--- config.mk ---
export PLATFORM = sky130hd
export DESIGN_NAME = baud_tick_gen
export DESIGN_NICKNAME = d
export VERILOG_FILES = /design/src/rtl/baud_pkg.sv /design/src/rtl/baud_cfg_regs.sv /design/src/rtl/frac_tick_div.sv /design/src/rtl/baud_tick_gen.sv
export SDC_FILE = /design/constraint.sdc
export NUM_CORES = 1
export LEC_CHECK = 0
export BUFFER_PORTS_ARGS = -buffer_cell sky130_fd_sc_hd__buf_4
export CORE_AREA = 5 5 75 77
export DETAILED_ROUTE_END_ITERATION = 10
export DIE_AREA = 0 0 80 82
export PLACE_DENSITY = 0.77
export SYNTH_ARGS = -nofsm -noshare
export SYNTH_HDL_FRONTEND = slang
export SYNTH_SLANG_ARGS = --single-unit
export TNS_END_PERCENT = 5
--- constraint.sdc ---
create_clock -name clk -period 7.8 [get_ports clk]
set_clock_uncertainty 0.15 [all_clocks]
set_input_delay 0.78 -clock clk [delete_from_list [all_inputs] [get_ports clk]]
set_output_delay 0.78 -clock clk [all_outputs]
set_load 0.05 [all_outputs]
--- src/rtl/baud_pkg.sv ---
// Shared widths and register addresses for the baud tick generator.
// Assumes byte-wide writes; fraction fields sit in the upper nibble.
package baud_pkg;
    localparam int ADDR_W   = 2;
    localparam int DATA_W   = 8;
    localparam int IR_W     = 4;
    localparam int UA_W     = 8;
    localparam int FRAC_W   = 4;
    localparam int FRAC_LSB = 4;
    localparam int OVS_LOG2 = 4;

    typedef enum logic [ADDR_W-1:0] {
        A_IR_INT  = 2'd0,
        A_IR_FRAC = 2'd1,
        A_UA_CNT  = 2'd2,
        A_UA_FRAC = 2'd3
    } reg_addr_e;
endpackage

--- src/rtl/baud_cfg_regs.sv ---
// Configuration registers for both tick channels.
// Rejects a zero infrared setting and flags it; pulses a restart
// request toward the channel whose settings were written.
module baud_cfg_regs
    import baud_pkg::*;
#(
    parameter int IR_BITS   = IR_W,
    parameter int UA_BITS   = UA_W,
    parameter int FRAC_BITS = FRAC_W
) (
    input  logic                 clk,
    input  logic                 rst_n,
    input  logic                 wr_en,
    input  logic [ADDR_W-1:0]    wr_addr,
    input  logic [DATA_W-1:0]    wr_data,
    output logic [IR_BITS-1:0]   ir_int_o,
    output logic [FRAC_BITS-1:0] ir_frac_o,
    output logic [UA_BITS-1:0]   ua_cnt_o,
    output logic [FRAC_BITS-1:0] ua_frac_o,
    output logic                 ir_restart_o,
    output logic                 ua_restart_o,
    output logic                 cfg_err_o
);
    logic ir_zero;
    logic hit_ir_int, hit_ir_frac, hit_ua_cnt, hit_ua_frac;

    // Decode which register a write targets and whether it is legal.
    always_comb begin
        ir_zero     = (wr_data[IR_BITS-1:0] == '0);
        hit_ir_int  = wr_en && (wr_addr == A_IR_INT);
        hit_ir_frac = wr_en && (wr_addr == A_IR_FRAC);
        hit_ua_cnt  = wr_en && (wr_addr == A_UA_CNT);
        hit_ua_frac = wr_en && (wr_addr == A_UA_FRAC);
    end

    // Hold the four settings; an illegal zero leaves the old value.
    always_ff @(posedge clk) begin
        if (!rst_n) begin
            ir_int_o  <= IR_BITS'(1);
            ir_frac_o <= '0;
            ua_cnt_o  <= '0;
            ua_frac_o <= '0;
        end else begin
            if (hit_ir_int && !ir_zero) ir_int_o  <= wr_data[IR_BITS-1:0];
            if (hit_ir_frac)            ir_frac_o <= wr_data[FRAC_LSB +: FRAC_BITS];
            if (hit_ua_cnt)             ua_cnt_o  <= wr_data[UA_BITS-1:0];
            if (hit_ua_frac)            ua_frac_o <= wr_data[FRAC_LSB +: FRAC_BITS];
        end
    end

    // Sticky record of a rejected infrared setting.
    always_ff @(posedge clk) begin
        if (!rst_n)                    cfg_err_o <= 1'b0;
        else if (hit_ir_int && ir_zero) cfg_err_o <= 1'b1;
    end

    // Restart requests go to the channel that accepted a write.
    assign ir_restart_o = (hit_ir_int && !ir_zero) || hit_ir_frac;
    assign ua_restart_o = hit_ua_cnt || hit_ua_frac;
endmodule

--- src/rtl/frac_tick_div.sv ---
// Fractional tick divider: pulses tick_o once per period of
// period_i or period_i+1 clocks; the accumulator carry picks the long
// periods. A restart request clears the accumulator at the next tick.
// Assumes period_i >= 2 so each tick lasts one cycle.
module frac_tick_div #(
    parameter int PW        = 5,
    parameter int FRAC_BITS = 4
) (
    input  logic                 clk,
    input  logic                 rst_n,
    input  logic [PW-1:0]        period_i,
    input  logic [FRAC_BITS-1:0] frac_i,
    input  logic                 restart_i,
    output logic                 tick_o
);
    logic [PW-1:0]        cnt_q;
    logic [FRAC_BITS-1:0] acc_q;
    logic                 stretch_q;
    logic                 pend_q;
    logic [PW:0]          len;
    logic [PW:0]          pos;
    logic [FRAC_BITS:0]   sum;
    logic                 bound;

    // Current period length and end-of-period decode.
    always_comb begin
        len   = {1'b0, period_i} + {{PW{1'b0}}, stretch_q};
        pos   = {1'b0, cnt_q} + {{PW{1'b0}}, 1'b1};
        bound = (pos >= len);
        sum   = {1'b0, acc_q} + {1'b0, frac_i};
    end

    // Cycle counter within the current period.
    always_ff @(posedge clk) begin
        if (!rst_n)     cnt_q <= '0;
        else if (bound) cnt_q <= '0;
        else            cnt_q <= cnt_q + PW'(1);
    end

    // Phase accumulator and stretch of the next period.
    always_ff @(posedge clk) begin
        if (!rst_n) begin
            acc_q     <= '0;
            stretch_q <= 1'b0;
        end else if (bound) begin
            if (pend_q) begin
                acc_q     <= '0;
                stretch_q <= 1'b0;
            end else begin
                acc_q     <= sum[FRAC_BITS-1:0];
                stretch_q <= sum[FRAC_BITS];
            end
        end
    end

    // Pending restart, consumed at the next period boundary.
    always_ff @(posedge clk) begin
        if (!rst_n)         pend_q <= 1'b0;
        else if (restart_i) pend_q <= 1'b1;
        else if (bound)     pend_q <= 1'b0;
    end

    assign tick_o = bound;
endmodule

--- src/rtl/baud_tick_gen.sv ---
// Two-channel baud tick generator: an infrared sub-clock tick and a
// UART 16x oversampling tick, each with a sixteenth-step fraction.
// Assumes a single clock domain and one-cycle write strobes.
module baud_tick_gen
    import baud_pkg::*;
#(
    parameter int IR_BITS   = IR_W,
    parameter int UA_BITS   = UA_W,
    parameter int FRAC_BITS = FRAC_W
) (
    input  logic              clk,
    input  logic              rst_n,
    input  logic              wr_en,
    input  logic [ADDR_W-1:0] wr_addr,
    input  logic [DATA_W-1:0] wr_data,
    output logic              ir_tick,
    output logic              uart_tick,
    output logic              cfg_err
);
    localparam int IR_PW = IR_BITS + 1;
    localparam int UA_PW = UA_BITS + 1 + OVS_LOG2;

    logic [IR_BITS-1:0]   ir_int;
    logic [FRAC_BITS-1:0] ir_frac;
    logic [UA_BITS-1:0]   ua_cnt;
    logic [FRAC_BITS-1:0] ua_frac;
    logic                 ir_restart, ua_restart;
    logic [IR_PW-1:0]     ir_period;
    logic [UA_PW-1:0]     ua_period;

    baud_cfg_regs #(
        .IR_BITS(IR_BITS), .UA_BITS(UA_BITS), .FRAC_BITS(FRAC_BITS)
    ) u_regs (
        .clk(clk), .rst_n(rst_n),
        .wr_en(wr_en), .wr_addr(wr_addr), .wr_data(wr_data),
        .ir_int_o(ir_int), .ir_frac_o(ir_frac),
        .ua_cnt_o(ua_cnt), .ua_frac_o(ua_frac),
        .ir_restart_o(ir_restart), .ua_restart_o(ua_restart),
        .cfg_err_o(cfg_err)
    );

    // Base periods: stored value plus one, UART scaled by 16.
    always_comb begin
        ir_period = {1'b0, ir_int} + IR_PW'(1);
        ua_period = {({1'b0, ua_cnt} + (UA_BITS+1)'(1)), {OVS_LOG2{1'b0}}};
    end

    frac_tick_div #(.PW(IR_PW), .FRAC_BITS(FRAC_BITS)) u_ir_div (
        .clk(clk), .rst_n(rst_n),
        .period_i(ir_period), .frac_i(ir_frac),
        .restart_i(ir_restart), .tick_o(ir_tick)
    );

    frac_tick_div #(.PW(UA_PW), .FRAC_BITS(FRAC_BITS)) u_ua_div (
        .clk(clk), .rst_n(rst_n),
        .period_i(ua_period), .frac_i(ua_frac),
        .restart_i(ua_restart), .tick_o(uart_tick)
    );
endmodule

==> impl_metrics.env <==
export IMPL_status="finished clean"
export IMPL_instances_no_fill=390
export IMPL_grt_pass1_vias=1922
export IMPL_drtAntennaViolNets=0
export IMPL_coreArea_mm2=0.00494
export IMPL_min_period_over_period=0.515
export IMPL_wl_per_cell_um=12.7
export IMPL_area_growth_pct=9.90
export IMPL_maxCapViolCount=0
export IMPL_dieArea_mm2=0.00656
export IMPL_fillCellCount=458
export IMPL_synth_fa_ha_area_frac=0.138
export IMPL_critPathLaunchType="flip-flop"
export IMPL_worst_slew_pin_slew_ps=977
export IMPL_io_pins=16
export IMPL_slew_violations=0
export IMPL_nets=362
export IMPL_port_buffers=15
export IMPL_yosysUniqueCellTypes=43
export IMPL_synth_nets=345
export IMPL_grt_overflow=0
export IMPL_cts_buffers=5
export IMPL_fp_dieH_um=82
export IMPL_wirelength_um=4950
export IMPL_critPathMaxFanout=10
export IMPL_fmax_mhz=249
export IMPL_crit_arrival_ps=3090
export IMPL_layout_commonest_cell="dfxtp_1"
export IMPL_finalSetupTns_ps=0
export IMPL_required_ps=6870
export IMPL_path_class="flip-flop to output port"
export IMPL_worstHoldStart="u_ua_div.acc_q[0]"
export IMPL_drive_above_1_share=0.128
export IMPL_setup_viol=0
export IMPL_ys_seq_area_frac=0.362
export IMPL_r2r_end="u_ua_div.cnt_q[11]"
export IMPL_viasPerCell=5.25
export IMPL_slew_headroom=0.348
export IMPL_via_count=2048
export IMPL_diodes=0
export IMPL_synth_avg_cell_area_um2=9.33
export IMPL_fin_crit_ps=4020
export IMPL_ctsHoldBuffers=0
export IMPL_grt_max_degree=34
export IMPL_yosysTopAreaCell="dfxtp_1"
export IMPL_min_to="u_ua_div.acc_q[0]"
export IMPL_synth_top_family_by_area="simple AND/OR/NAND/NOR gates"
export IMPL_r2r_start="u_ua_div.cnt_q[0]"
export IMPL_synth_edf_count=0
export IMPL_power_density_mw_per_mm2=200
export IMPL_grt_pass1_wl_um=8610
export IMPL_clk_pin_slew_ps=90
export IMPL_syn_area_mm2=0.00282
export IMPL_synth_top_area_share=0.362
export IMPL_cts_tree="built"
export IMPL_track_usage=0.165
export IMPL_p_seq_frac=0.464
export IMPL_synth_mux_area_frac=0.0568
export IMPL_cts_repair_resized=0
export IMPL_p_clk_frac=0.297
export IMPL_dp_cells=382
export IMPL_hold_class="flip-flop to flip-flop"
export IMPL_netlist_instances=302
export IMPL_numClockSinks=51
export IMPL_ys_ff_latch=51
export IMPL_hpwl_um=3890
export IMPL_route_detailed_drc=0
export IMPL_swShare=0.302
export IMPL_row_count=26
export IMPL_power_switching_mw=0.187
export IMPL_ff2ff_setup_slack_ps=4500
export IMPL_min_path_cells=2
export IMPL_synth_xor_area_frac=0.0839
export IMPL_rsz0062_at_grt="no"
export IMPL_firstDrtPassIters=4
export IMPL_power_leakage_nw=1.38
export IMPL_reg2reg_depth=11
export IMPL_p_int_mw=0.431
export IMPL_initial_core_util=0.570
export IMPL_synth_simple_area_share=0.226
export IMPL_power_frac_comb=0.238
export IMPL_worstSkewPairLatency_ps=300
export IMPL_irDropWorstVdd_v=0.000187
export IMPL_hold_viol=0
export IMPL_root_buffer="clkbuf_8"
export IMPL_async_flop_share=0
export IMPL_yosysWarnings=0
export IMPL_synth_compound_area_share=0.103
export IMPL_final_cell_mix="dfxtp_1, nor2_1, nand2_1, ha_1"
export IMPL_gp_congestion=0.779
export IMPL_antenna_found_initial=0
export IMPL_drtIter0Drc=79
export IMPL_clk_path_buf_depth=2
export IMPL_die_w_um=80
export IMPL_yosys_most_used_dff="dfxtp_1"
export IMPL_synthTopCellsByArea="dfxtp_1, ha_1, mux2i_1, nor2_1, xor2_1"
export IMPL_cp_end_kind="output port"
export IMPL_cts_setup_buffers=0
export IMPL_htreeDepth=2
area by class of cell:
cell class / count / area [µm²] / share of cell area
sequential: 51 / 1020 / 0.330
inverter: 11 / 41.3 / 0.0133
clock inverter: 3 / 43.8 / 0.0141
multi-input combinational: 234 / 1720 / 0.554
clock buffer: 5 / 68.8 / 0.0222
timing repair buffer: 16 / 120 / 0.0388
tap: 70 / 87.6 / 0.0283
critical path: stages (launching register included):
cell and delay (ps):
dfxtp_1 460, ha_1 290, nand3_1 170, nor2_1 220
nand4_1 140, xnor2_1 220, ha_1 270, and3_1 210
a221oi_2 310, o2111ai_4 250, buf_4 260
worst max-delay path by stage:
stage          cells after the start         startpoint        end  slack [ps]
4_1_cts                           10  u_ua_div.cnt_q[0]  uart_tick        3780
3_3_place_gp                      10  u_ua_div.cnt_q[0]  uart_tick        4220
3_5_place_dp                      10  u_ua_div.cnt_q[0]  uart_tick        4130
2_1_floorplan                      9  u_ua_div.cnt_q[0]  uart_tick        4520
6_report                          10  u_ua_div.cnt_q[0]  uart_tick        3780
5_1_grt                           10  u_ua_div.cnt_q[0]  uart_tick        3590
power groups by stage:
stage / clock, mW / combinational [mW] / sequential [mW]
floorplan: 0 / 0.111 / 0.289
detailed placement: 0 / 0.149 / 0.293
global route: 0.201 / 0.163 / 0.289
finish: 0.184 / 0.147 / 0.287
CTS: 0.190 / 0.149 / 0.287
global placement: 0 / 0.146 / 0.292
cells by family (layout without fill, tap and decap cells):
logic type | count (synthesis) | in the layout
buffers and inverters | 17 | 35
and+or+nand+nor | 120 | 120
DFF | 51 | 51
AOI/OAI and AO/OA | 41 | 41
muxes | 16 | 16
adders and majority gates | 30 | 30
xor gates and xnor gates | 27 | 27
synth_stat cells, drive strengths merged (3+ instances only):
cell,number
a21o,6
a21oi,16
a22oi,3
and3,6
clkbuf,4
dfxtp,51
ha,28
inv,11
mux2i,16
nand2,30
nand3,13
nand4,3
nor2,39
nor2b,15
o21ai,5
or2,4
xnor2,13
xor2,14
sequential cells by signal, summed over array words and instances (netlist names):
name,count
u_ua_div.acc_q,4
u_regs.ir_frac_o,4
u_ir_div.pend_q,1
u_ir_div.cnt_q,5
u_regs.ua_frac_o,4
u_regs.ir_int_o,4
u_ua_div.cnt_q,13
u_regs.ua_cnt_o,8
u_ir_div.stretch_q,1
u_ua_div.stretch_q,1
u_ua_div.pend_q,1
u_regs.cfg_err_o,1
u_ir_div.acc_q,4
routing by layer:
metal / vias up / track usage / wire, µm
met1: 950 / 0.204 / 2440
met4: 0 / 0.0321 / 20
met3: 4 / 0.0406 / 136
met5: - / 0 / 0
met2: 21 / 0.293 / 2350
li1: 1073 / - / -
metrics by stage:
stage | util | instance area, µm² | hold slack [ps] | worst slack (ps) | power (mW)
floorplan | - | 2820 | 279 | 4520 | 0.400
global placement | 0.604 | 2990 | 300 | 4220 | 0.438
detailed placement | 0.604 | 2990 | 310 | 4130 | 0.442
CTS | 0.627 | 3100 | 327 | 3780 | 0.625
global route | 0.627 | 3100 | 366 | 3590 | 0.653
finish | 0.627 | 3100 | 325 | 3780 | 0.618
Note: power is estimated with default switching activity, not from simulation.
